--- src/rtl/sertx_pkg.sv ---
package sertx_pkg;
  localparam int CHAR_W = 8;

  typedef enum logic [2:0] {
    ST_IDLE,
    ST_START,
    ST_DATA,
    ST_PARITY,
    ST_STOP1,
    ST_STOP2
  } txState_t;

  // strobes from the controller into the datapath
  typedef struct packed {
    logic take;   // accept offered character into pending slot
    logic load;   // move pending character into shifter, capture framing
    logic shift;  // advance to next data bit
  } dpStrobe_t;

  typedef struct packed {
    logic [1:0] len;
    logic       parOn;
    logic       parSense;
    logic       parStick;
    logic       twoStop;
  } lineCfg_t;
endpackage

--- src/rtl/sertx_dp.sv ---
module sertx_dp
  import sertx_pkg::*;
(
  input  logic              clk,
  input  logic              rstN,
  input  dpStrobe_t         strb,
  input  logic [CHAR_W-1:0] inData,
  input  lineCfg_t          cfgIn,
  output logic              pending,
  output lineCfg_t          cfgLat,
  output logic              shiftBit,
  output logic              parBit
);
  logic [CHAR_W-1:0] holdData;
  logic [CHAR_W-1:0] shiftReg;
  logic [CHAR_W-1:0] maskedHold;
  logic              rawPar;
  logic              newPar;

  always_comb begin
    maskedHold = holdData & ({CHAR_W{1'b1}} >> (2'd3 - cfgIn.len));
    rawPar     = ^maskedHold;
    if (cfgIn.parStick) newPar = ~cfgIn.parSense;
    else                newPar = cfgIn.parSense ? rawPar : ~rawPar;
  end

  always_ff @(posedge clk) begin
    if (!rstN) begin
      pending  <= 1'b0;
      holdData <= '0;
      shiftReg <= '0;
      cfgLat   <= '0;
      parBit   <= 1'b0;
    end else begin
      if (strb.take) begin
        holdData <= inData;
        pending  <= 1'b1;
      end
      if (strb.load) begin
        pending  <= 1'b0;
        shiftReg <= holdData;
        cfgLat   <= cfgIn;
        parBit   <= newPar;
      end else if (strb.shift) begin
        shiftReg <= shiftReg >> 1;
      end
    end
  end

  assign shiftBit = shiftReg[0];

  p_take_when_free_r11: assert property (@(posedge clk) disable iff (!rstN)
    strb.take |-> !pending);
  p_load_needs_char_r11: assert property (@(posedge clk) disable iff (!rstN)
    strb.load |-> pending);
endmodule

--- src/rtl/sertx_ctrl.sv ---
module sertx_ctrl
  import sertx_pkg::*;
#(
  parameter int TICKS_PER_BIT = 16
) (
  input  logic      clk,
  input  logic      rstN,
  input  logic      tickEn,
  input  logic      inValid,
  input  logic      pending,
  input  lineCfg_t  cfgLat,
  input  logic      shiftBit,
  input  logic      parBit,
  output dpStrobe_t strb,
  output logic      lineBit,
  output logic      busy
);
  localparam int CNT_W = (TICKS_PER_BIT > 2) ? $clog2(TICKS_PER_BIT) : 1;
  localparam logic [CNT_W-1:0] FULL_LAST = CNT_W'(TICKS_PER_BIT - 1);
  localparam logic [CNT_W-1:0] HALF_LAST = CNT_W'(TICKS_PER_BIT / 2 - 1);

  txState_t         state, nextState;
  logic [CNT_W-1:0] tickCnt, limit;
  logic [2:0]       bitIdx, lastIdx;
  logic             bitEnd, frameEnd, startNow;

  always_comb begin
    lastIdx = 3'd4 + {1'b0, cfgLat.len};
    limit   = (state == ST_STOP2 && cfgLat.len == 2'b00) ? HALF_LAST : FULL_LAST;
    bitEnd  = tickEn && (state != ST_IDLE) && (tickCnt == limit);
    nextState = state;
    frameEnd  = 1'b0;
    unique case (state)
      ST_IDLE:   ;
      ST_START:  if (bitEnd) nextState = ST_DATA;
      ST_DATA:   if (bitEnd && bitIdx == lastIdx)
                   nextState = cfgLat.parOn ? ST_PARITY : ST_STOP1;
      ST_PARITY: if (bitEnd) nextState = ST_STOP1;
      ST_STOP1:  if (bitEnd) begin
                   if (cfgLat.twoStop) nextState = ST_STOP2;
                   else                frameEnd  = 1'b1;
                 end
      ST_STOP2:  if (bitEnd) frameEnd = 1'b1;
      default:   nextState = ST_IDLE;
    endcase
    startNow = tickEn && pending && (state == ST_IDLE || frameEnd);
    if (frameEnd) nextState = ST_IDLE;
    if (startNow) nextState = ST_START;
    strb.load  = startNow;
    strb.shift = (state == ST_DATA) && bitEnd;
    strb.take  = inValid && !pending;
  end

  always_ff @(posedge clk) begin
    if (!rstN) begin
      state   <= ST_IDLE;
      tickCnt <= '0;
      bitIdx  <= '0;
    end else begin
      state <= nextState;
      if (startNow || bitEnd)            tickCnt <= '0;
      else if (tickEn && state != ST_IDLE) tickCnt <= tickCnt + 1'b1;
      if (startNow)        bitIdx <= '0;
      else if (strb.shift) bitIdx <= bitIdx + 1'b1;
    end
  end

  always_comb begin
    unique case (state)
      ST_START:  lineBit = 1'b0;
      ST_DATA:   lineBit = shiftBit;
      ST_PARITY: lineBit = parBit;
      default:   lineBit = 1'b1;
    endcase
  end

  assign busy = (state != ST_IDLE);

  p_cnt_frozen_r3: assert property (@(posedge clk) disable iff (!rstN)
    !tickEn |=> $stable(tickCnt));
  p_start_on_tick_r3: assert property (@(posedge clk) disable iff (!rstN)
    (nextState == ST_START && state != ST_START) |-> tickEn && pending);
  p_data_index_r2: assert property (@(posedge clk) disable iff (!rstN)
    (state == ST_DATA) |-> bitIdx <= lastIdx);
  p_parity_slot_r4: assert property (@(posedge clk) disable iff (!rstN)
    (state == ST_PARITY) |-> cfgLat.parOn);
  p_half_stop_r7: assert property (@(posedge clk) disable iff (!rstN)
    (state == ST_STOP2 && cfgLat.len == 2'b00) |-> tickCnt <= HALF_LAST);
endmodule

--- src/rtl/sertx_top.sv ---
module sertx_top
  import sertx_pkg::*;
#(
  parameter int TICKS_PER_BIT = 16
) (
  input  logic       clk,
  input  logic       rstN,
  input  logic       tickEn,
  input  logic [7:0] inData,
  input  logic       inValid,
  output logic       inReady,
  input  logic [1:0] lenSel,
  input  logic       parityOn,
  input  logic       paritySense,
  input  logic       parityStick,
  input  logic       twoStop,
  input  logic       breakOn,
  output logic       txd,
  output logic       busy,
  output logic       txEmpty
);
  dpStrobe_t strb;
  lineCfg_t  cfgIn, cfgLat;
  logic      pending, shiftBit, parBit, lineBit;

  assign cfgIn = '{len: lenSel, parOn: parityOn, parSense: paritySense,
                   parStick: parityStick, twoStop: twoStop};

  sertx_ctrl #(.TICKS_PER_BIT(TICKS_PER_BIT)) u_ctrl (
    .clk(clk), .rstN(rstN), .tickEn(tickEn), .inValid(inValid),
    .pending(pending), .cfgLat(cfgLat), .shiftBit(shiftBit), .parBit(parBit),
    .strb(strb), .lineBit(lineBit), .busy(busy)
  );

  sertx_dp u_dp (
    .clk(clk), .rstN(rstN), .strb(strb), .inData(inData), .cfgIn(cfgIn),
    .pending(pending), .cfgLat(cfgLat), .shiftBit(shiftBit), .parBit(parBit)
  );

  // break acts on the pin only; serializer state is untouched
  assign txd     = lineBit & ~breakOn;
  assign inReady = ~pending;
  assign txEmpty = ~busy & ~pending;

  p_break_low_r8: assert property (@(posedge clk) disable iff (!rstN)
    breakOn |-> !txd);
  p_idle_high_r1: assert property (@(posedge clk) disable iff (!rstN)
    (!busy && !breakOn) |-> txd);
  p_empty_fall_r10: assert property (@(posedge clk) disable iff (!rstN)
    $fell(txEmpty) |-> $past(inValid));
  p_start_takes_pending_r11: assert property (@(posedge clk) disable iff (!rstN)
    $rose(busy) |-> $rose(inReady));
endmodule

--- config.mk ---
export PLATFORM = sky130hd
export DESIGN_NAME = sertx_top
export DESIGN_NICKNAME = d
export VERILOG_FILES = /design/src/rtl/sertx_pkg.sv /design/src/rtl/sertx_dp.sv /design/src/rtl/sertx_ctrl.sv /design/src/rtl/sertx_top.sv
export SDC_FILE = /design/constraint.sdc
export NUM_CORES = 1
export LEC_CHECK = 0
export BUFFER_PORTS_ARGS = -buffer_cell sky130_fd_sc_hd__buf_2
export CORE_MARGIN = 5
export CORE_UTILIZATION = 50
export CTS_BUF_LIST = sky130_fd_sc_hd__clkbuf_4 sky130_fd_sc_hd__clkbuf_8 sky130_fd_sc_hd__clkbuf_16
export CTS_CLUSTER_SIZE = 8
export DETAILED_ROUTE_END_ITERATION = 6
export PLACE_DENSITY = 0.83
export SLEW_MARGIN = 0
export SYNTH_ARGS = -nofsm -noshare
export SYNTH_HDL_FRONTEND = slang
export SYNTH_SLANG_ARGS = --single-unit
--- constraint.sdc ---
create_clock -name clk -period 4.7 [get_ports clk]
set_clock_uncertainty 0.1 [all_clocks]
set_input_delay 0.235 -clock clk [delete_from_list [all_inputs] [get_ports clk]]
set_output_delay 0.235 -clock clk [all_outputs]
set_load 0.01 [all_outputs]
==> flow_metrics.py, run 1 <==
metrics = {
    "run_status": {
        "status": "finished clean",
    },
    "cts": {
        "clk-insertion-delay-late_ns": 0.33,
        "cts_buffers": 5,
        "postCtsHoldBufs": 0,
        "cts_tree": "done",
        "cts.sinks": 32,
        "cts_root_buf": "clkbuf_4",
        "postCtsSetupBuffers": 0,
        "cts_max_level": 2,
        "cts_resized": 0,
        "cts.path.max_buffers": 2,
        "clkTransAtPathRegs_ns": 0.10,
    },
    "final_layout": {
        "final_net_count": 217,
        "area_growth_pct": 12.84,
        "drive_above_1_share": 0.2234,
        "n_antenna_cell": 0,
    },
    "synth": {
        "syn_area_mm2": 0.001647,
        "ys_ff_latch": 32,
        "synth_cells": 175,
        "yosysWarnings": 0,
        "synth.distinct_cells": 40,
        "syn_nets": 196,
        "seq_area_frac_synth": 0.3891,
        "syn_avg_cell_area_um2": 9.409,
    },
    "timing": {
        "slew_headroom": 0.3622,
        "setup_viol": 0,
        "period_needed_ns": 2.466,
        "finalCritPeriodShare": 0.5248,
        "fmax_mhz": 405.5,
        "rsz0062_at_grt": "false",
        "tightest_slew_ns": 0.9547,
        "fin_tns_setup_ns": 0,
        "hold_violations": 0,
        "slew_violations": 0,
    },
    "hold_path": {
        "holdPathEnd": "u_dp.pending",
        "hold_class": "in -> reg",
        "worstHoldPathCells": 3,
        "min_from": "inValid",
    },
    "global_routing": {
        "grt_pass1_wl_mm": 5.181,
        "antenna_found_initial": 0,
        "grt_max_degree": 24,
        "grtUsageTotal": 0.1507,
        "grt_pass1_vias": 1202,
        "grt_overflow": 0,
    },
    "setup_path": {
        "cp.arrival_ns": 2.55,
        "cp-end-kind": "register",
        "reg2reg_from": "u_ctrl.state[1]",
        "r2r_cells": 5,
        "critPathKind": "reg -> reg",
        "critPathMaxFanout": 14,
        "cp.required_ns": 4.79,
        "reg2reg_to": "u_dp.shiftReg[6]",
        "r2r_slack_ns": 2.23,
        "cp-start-kind": "register",
    },
    "power": {
        "power.leakage_nw": 0.7408,
        "max-vdd-ir-drop_v": 0.0002013,
        "power_uw": 602.1,
        "power_density_mw_per_mm2": 324.0,
    },
    "place": {
        "numPortBuffers": 22,
        "place_congestion": 0.8031,
        "hpwl_mm": 2.182,
    },
    "routing": {
        "drt_first_pass_iters": 4,
        "drc": 0,
        "finalWirelength_mm": 2.996,
        "wl_met3_um": 151,
        "highest_layer": "met4",
        "dr_wl_met2_mm": 1.383,
        "vias_per_cell": 5.241,
        "avgRoutedWirePerCell_um": 12.43,
        "antenna_left": 0,
        "vias": 1263,
        "wl_met1_mm": 1.419,
        "drt_iter0_drc": 57,
    },
    "floorplan": {
        "start_util": 0.5306,
        "num_rows": 20,
        "ios": 23,
        "die_w_um": 67.39,
        "die_area_mm2": 0.004541,
        "die_h_um": 67.39,
        "fp.coreArea_mm2": 0.003103,
    },
    "flow_run": {
        "cap_viol_max_count": 0,
    },
}
==> worst max-delay path: stages (launching register included) <==
cell and delay (ns):
dfxtp_1 0.63, nor4b_4 0.10, a211o_1 0.35, nor4b_4 0.75, mux2i_1 0.31, a211oi_2 0.09
==> where the power goes <==
part	leakage (nW)	switching [mW]	internal (mW)	total, mW
clock network	0.0515	0.0913	0.141	0.232
registers	0.261	0.0118	0.283	0.295
logic	0.429	0.0385	0.0362	0.0747
==> worst max path at each step <==
stage / startpoint / to / slack, ns / depth (start not counted)
6_report: u_ctrl.state[1] / u_dp.shiftReg[6] / 2.23 / 5
5_1_grt: u_ctrl.state[1] / u_dp.shiftReg[4] / 2.06 / 5
4_1_cts: u_ctrl.state[1] / u_dp.shiftReg[6] / 2.21 / 5
3_5_place_dp: u_ctrl.state[1] / u_dp.shiftReg[0] / 2.24 / 5
3_3_place_gp: u_ctrl.state[1] / u_dp.shiftReg[0] / 2.29 / 5
2_1_floorplan: u_ctrl.tickCnt[0] / u_dp.shiftReg[0] / 2.78 / 7
==> per-layer routing <==
| metal | track usage | up-vias |
|---|---|---|
| met1 | 0.1834 | 580 |
| met5 | 0 | - |
| met2 | 0.2429 | 26 |
| li1 | - | 652 |
| met3 | 0.04992 | 5 |
| met4 | 0.06329 | 0 |
==> sequential cells by signal, summed over array words and instances (netlist names) <==
signal and count:
u_ctrl.bitIdx 3, u_ctrl.state 3, u_ctrl.tickCnt 4, u_dp.cfgLat 4, u_dp.holdData 8, u_dp.parBit 1, u_dp.pending 1, u_dp.shiftReg 8
==> logic make-up (layout without fill, tap and decap cells) <==
family / after synthesis / in the layout / share of synthesized area
buf+inv: 14 / 36 / 0.04559
xor+xnor: 11 / 11 / 0.06687
fa+ha+maj: 2 / 2 / 0.01520
mux: 21 / 21 / 0.1277
flops: 32 / 32 / 0.3891
compound gates: 25 / 25 / 0.1330
simple gates: 70 / 70 / 0.2226
==> Yosys cell counts, drive strengths merged <==
master	n	area [um2]
a2111oi	1	10.01
inv	5	18.76
o32ai	1	8.760
nor2	33	123.9
o31a	2	17.52
nor2b	4	32.53
nor3b	2	15.01
nand2	12	45.04
a21boi	1	11.26
o21ai	1	5.000
mux2i	21	210.2
buf	4	37.53
dfxtp	32	640.6
or3	1	6.260
a211o	1	8.760
ha	2	25.02
or2	1	6.260
xnor2	6	52.55
nor3	2	10.01
nand4	2	12.51
xnor3	1	22.52
nor4	2	12.51
clkbuf	5	18.77
nand3	5	25.02
nand2b	1	6.260
a2bb2oi	1	8.760
and3	1	6.260
and4b	1	10.01
a22oi	1	7.510
nor4b	2	47.55
nand3b	1	7.510
a31oi	2	12.51
xor2	4	35.03
a211oi	8	95.09
a21oi	6	33.78
==> cells in the final DEF (no fill, tap or decap), drive strengths merged, types with 2 or more instances in the layout <==
| cell | Yosys | layout |
|---|---|---|
| nand3 | 5 | 5 |
| nor2b | 4 | 4 |
| nor3b | 2 | 2 |
| a31oi | 2 | 2 |
| a21oi | 6 | 6 |
| clkbuf | 5 | 7 |
| buf | 4 | 23 |
| nand2 | 12 | 12 |
| nor2 | 33 | 33 |
| inv | 5 | 5 |
| xnor2 | 6 | 6 |
| ha | 2 | 2 |
| a211oi | 8 | 8 |
| nor4 | 2 | 2 |
| nand4 | 2 | 2 |
| mux2i | 21 | 21 |
| xor2 | 4 | 4 |
| nor4b | 2 | 2 |
| o31a | 2 | 2 |
| dfxtp | 32 | 32 |
| nor3 | 2 | 2 |
==> metrics by stage <==
stage | hold slack [ns] | std cells | setup WS, ns | utilization | area [um2]
2_1_floorplan | 0.2508 | 175 | 2.781 | - | 1647
3_3_place_gp | 0.3561 | 233 | 2.294 | 0.5681 | 1763
3_5_place_dp | 0.3571 | 233 | 2.236 | 0.5681 | 1763
4_1_cts | 0.01863 | 241 | 2.207 | 0.5988 | 1858
5_1_grt | 0.02919 | 241 | 2.058 | 0.5988 | 1858
6_report | 0.02744 | 241 | 2.234 | 0.5988 | 1858
==> cell type report <==
| type | count | area (um2) |
|---|---|---|
| multi-input cells | 129 | 930.9 |
| fillers | 303 | 1245 |
| flip-flops and latches | 32 | 640.6 |
| repair buffers | 23 | 117.6 |
| well taps | 44 | 55.05 |
| clock buffers | 7 | 65.06 |
| inverters | 5 | 18.77 |
| clock inverters | 1 | 30.03 |
(Power assumes the default switching activity.)
==> run 2, diff against run 1 <==
--- a/config.mk
+++ b/config.mk
@@ -11,7 +11,7 @@
 export CTS_BUF_LIST = sky130_fd_sc_hd__clkbuf_4 sky130_fd_sc_hd__clkbuf_8 sky130_fd_sc_hd__clkbuf_16
 export CTS_CLUSTER_SIZE = 8
 export DETAILED_ROUTE_END_ITERATION = 6
-export PLACE_DENSITY = 0.83
+export PLACE_DENSITY = 0.86
 export SLEW_MARGIN = 0
 export SYNTH_ARGS = -nofsm -noshare
 export SYNTH_HDL_FRONTEND = slang
==> constraint.sdc (replaced) <==
create_clock -name clk -period 2.1 [get_ports clk]
set_clock_uncertainty 0.1 [all_clocks]
set_input_delay 0.105 -clock clk [delete_from_list [all_inputs] [get_ports clk]]
set_output_delay 0.105 -clock clk [all_outputs]
set_load 0.01 [all_outputs]
==> run 2 against run 1 <==
  * Die area unchanged
  * Core utilization increased by 10 points
  * Routed wire length increased by 20%
  * Power increased by 130%
  * Global-route usage increased by 1.9 points
  * First-iteration DRC count decreased by 19%
  * Final cell count increased by 10%
  * Clock-buffer cell count decreased by 2
  * Final area increased by 17%
  * Fmax increased by 20%
==> flow_metrics.py, run 2 (synthesis results as in run 1) <==
metrics = {
    "final_layout": {
        "final_net_count": 242,
        "fill_cells": 252,
        "drive_above_1_share": 0.3108,
        "fin_util": 0.7028,
        "top_regs": "u_dp.holdData x8, u_dp.shiftReg x8",
        "final_common_cell": "nor2_1",
        "n_antenna_cell": 0,
        "area_growth_pct": 32.45,
        "layout_common_cells": "nor2_1, dfxtp_1, buf_2, mux2i_1, dlygate4sd3_1",
        "finalInstanceArea_mm2": 0.002181,
    },
    "floorplan": {
        "num_rows": 20,
        "start_util": 0.5306,
        "fp.coreArea_mm2": 0.003103,
        "die_h_um": 67.39,
        "ios": 23,
        "die_area_mm2": 0.004541,
        "die_w_um": 67.39,
    },
    "routing": {
        "drc": 0,
        "vias_per_cell": 5.165,
        "antenna_left": 0,
        "drt_iter0_drc": 46,
        "finalWirelength_mm": 3.607,
        "avgRoutedWirePerCell_um": 13.56,
        "drt_first_pass_iters": 4,
        "vias": 1374,
    },
    "run_status": {
        "status": "finished clean",
    },
    "cts": {
        "cts_root_buf": "clkbuf_4",
        "cts.path.max_buffers": 2,
        "cts_tree": "done",
        "clkTransAtPathRegs_ns": 0.10,
        "cts_max_level": 2,
        "cts.sinks": 32,
        "clk-insertion-delay-late_ns": 0.35,
        "cts_buffers": 5,
    },
    "global_routing": {
        "use_met1": 0.1914,
        "globalRouteMet3Util": 0.03993,
        "grt_overflow": 0,
        "grtUsageTotal": 0.1699,
        "grt_pass1_wl_mm": 5.837,
        "antenna_found_initial": 0,
        "grt-busiest-layer": "met2",
        "grt_max_degree": 23,
        "met2_usage": 0.3129,
        "grt_pass1_vias": 1365,
    },
    "setup_path": {
        "critPathKind": "reg -> reg",
        "reg2reg_to": "u_dp.shiftReg[1]",
        "cp_num_cells": 7,
        "critPathMaxFanout": 6,
        "cp.required_ns": 2.20,
        "cp_num_buf_inv": 1,
        "cp.arrival_ns": 2.17,
        "r2r_slack_ns": 0.04,
        "critPathTopFamily": "simple AND/OR/NAND/NOR gates",
        "cp-end-kind": "register",
        "cp-start-kind": "register",
        "crit_chain": "ha_4 -> nand4_1 -> a211o_1 -> nor4b_4 -> buf_12 -> mux2i_2 -> a211oi_2",
        "max_stage_delay_ns": 0.42,
        "cp_slowest_cell": "nor4b_4",
        "reg2reg_from": "u_ctrl.tickCnt[0]",
        "r2r_cells": 7,
        "cp-endpoint": "u_dp.shiftReg[1]",
        "cp-startpoint": "u_ctrl.tickCnt[0]",
    },
    "power": {
        "max-vdd-ir-drop_v": 0.0004701,
        "power_mw": 1.356,
        "power.leakage_nw": 0.8795,
        "power_density_mw_per_mm2": 621.6,
    },
    "timing": {
        "finalCritPeriodShare": 0.9825,
        "setup_viol": 0,
        "rsz0062_at_grt": "true",
        "period_needed_ns": 2.063,
        "hold_violations": 0,
        "slew_headroom": 0.4712,
        "slew_violations": 0,
        "tightest_slew_ns": 0.7923,
        "fmax_mhz": 484.7,
        "fin_tns_setup_ns": 0,
    },
    "place": {
        "place_congestion": 0.7579,
        "hpwl_mm": 2.231,
        "numPortBuffers": 22,
        "place_area_mm2": 0.001848,
    },
    "hold_path": {
        "hold_class": "in -> reg",
    },
    "flow_run": {
        "cap_viol_max_count": 0,
    },
}
## run 2: cell count changes in the layout (fill, tap and decap cells not counted), sizes merged
cell         delta
clkinv          +1
dlygate4sd3    +14
buf            +10
clkbuf          -1
clkinvlp        +1
## run 2: worst min path at each step
stage | start | end | slack [ns] | cells after the start
finish | lenSel[1] | u_dp.cfgLat[5] | 0.01 | 3
floorplan | inValid | u_dp.pending | 0.12 | 2
CTS | lenSel[1] | u_dp.cfgLat[5] | 0.006 | 3
global route | lenSel[1] | u_dp.cfgLat[5] | 0.02 | 3
global placement | inValid | u_dp.pending | 0.22 | 3
detailed placement | inValid | u_dp.pending | 0.23 | 3
## run 2: repair_timing
item                       in CTS  in global routing
gates resized for setup         1                 18
setup endpoints to repair       1                 11
hold endpoints to repair       15                  0
setup buffers                   0                  2
pin swaps                       0                  6
gates cloned                    0                  1
hold buffers                   14                  0
## run 2: per-stage QoR
stage | hold WS (ns) | setup WS [ns] | std cells
final | 0.01329 | 0.03676 | 266
after global routing | 0.01685 | -0.04998 | 266
after CTS | 0.005736 | 0.001513 | 263
after detailed placement | 0.2280 | 0.008695 | 241
after global placement | 0.2245 | 0.04865 | 241
after floorplan | 0.1208 | 0.1807 | 175
## run 2: layout make-up
| class | instances | area (um2) | area share |
|---|---|---|---|
| tap | 44 | 55.05 | 0.02524 |
| clock inverter | 3 | 42.54 | 0.01951 |
| clock buffer | 5 | 37.54 | 0.01721 |
| multi-input combinational | 129 | 989.7 | 0.4538 |
| timing repair buffer | 48 | 382.9 | 0.1756 |
| inverter | 5 | 18.77 | 0.008606 |
| sequential | 32 | 654.4 | 0.3001 |
## run 2: layer usage
metal | wire length, um | up-vias
li1 | - | 700
met1 | 1582 | 633
met2 | 1833 | 36
met3 | 153 | 5
met4 | 38 | 0
met5 | 0 | -
## run 2: where the power goes
part,total (mW),internal [mW],leakage [nW],switching (mW)
clock,0.475,0.248,0.0412,0.227
combinational,0.222,0.117,0.574,0.105
sequential,0.659,0.633,0.265,0.0265
total,1.36,0.997,0.879,0.358
## run 2: worst min-delay path, cell delays in order
cell and delay, ns:
buf_2 0.14, mux2i_1 0.09, nor2_1 0.08
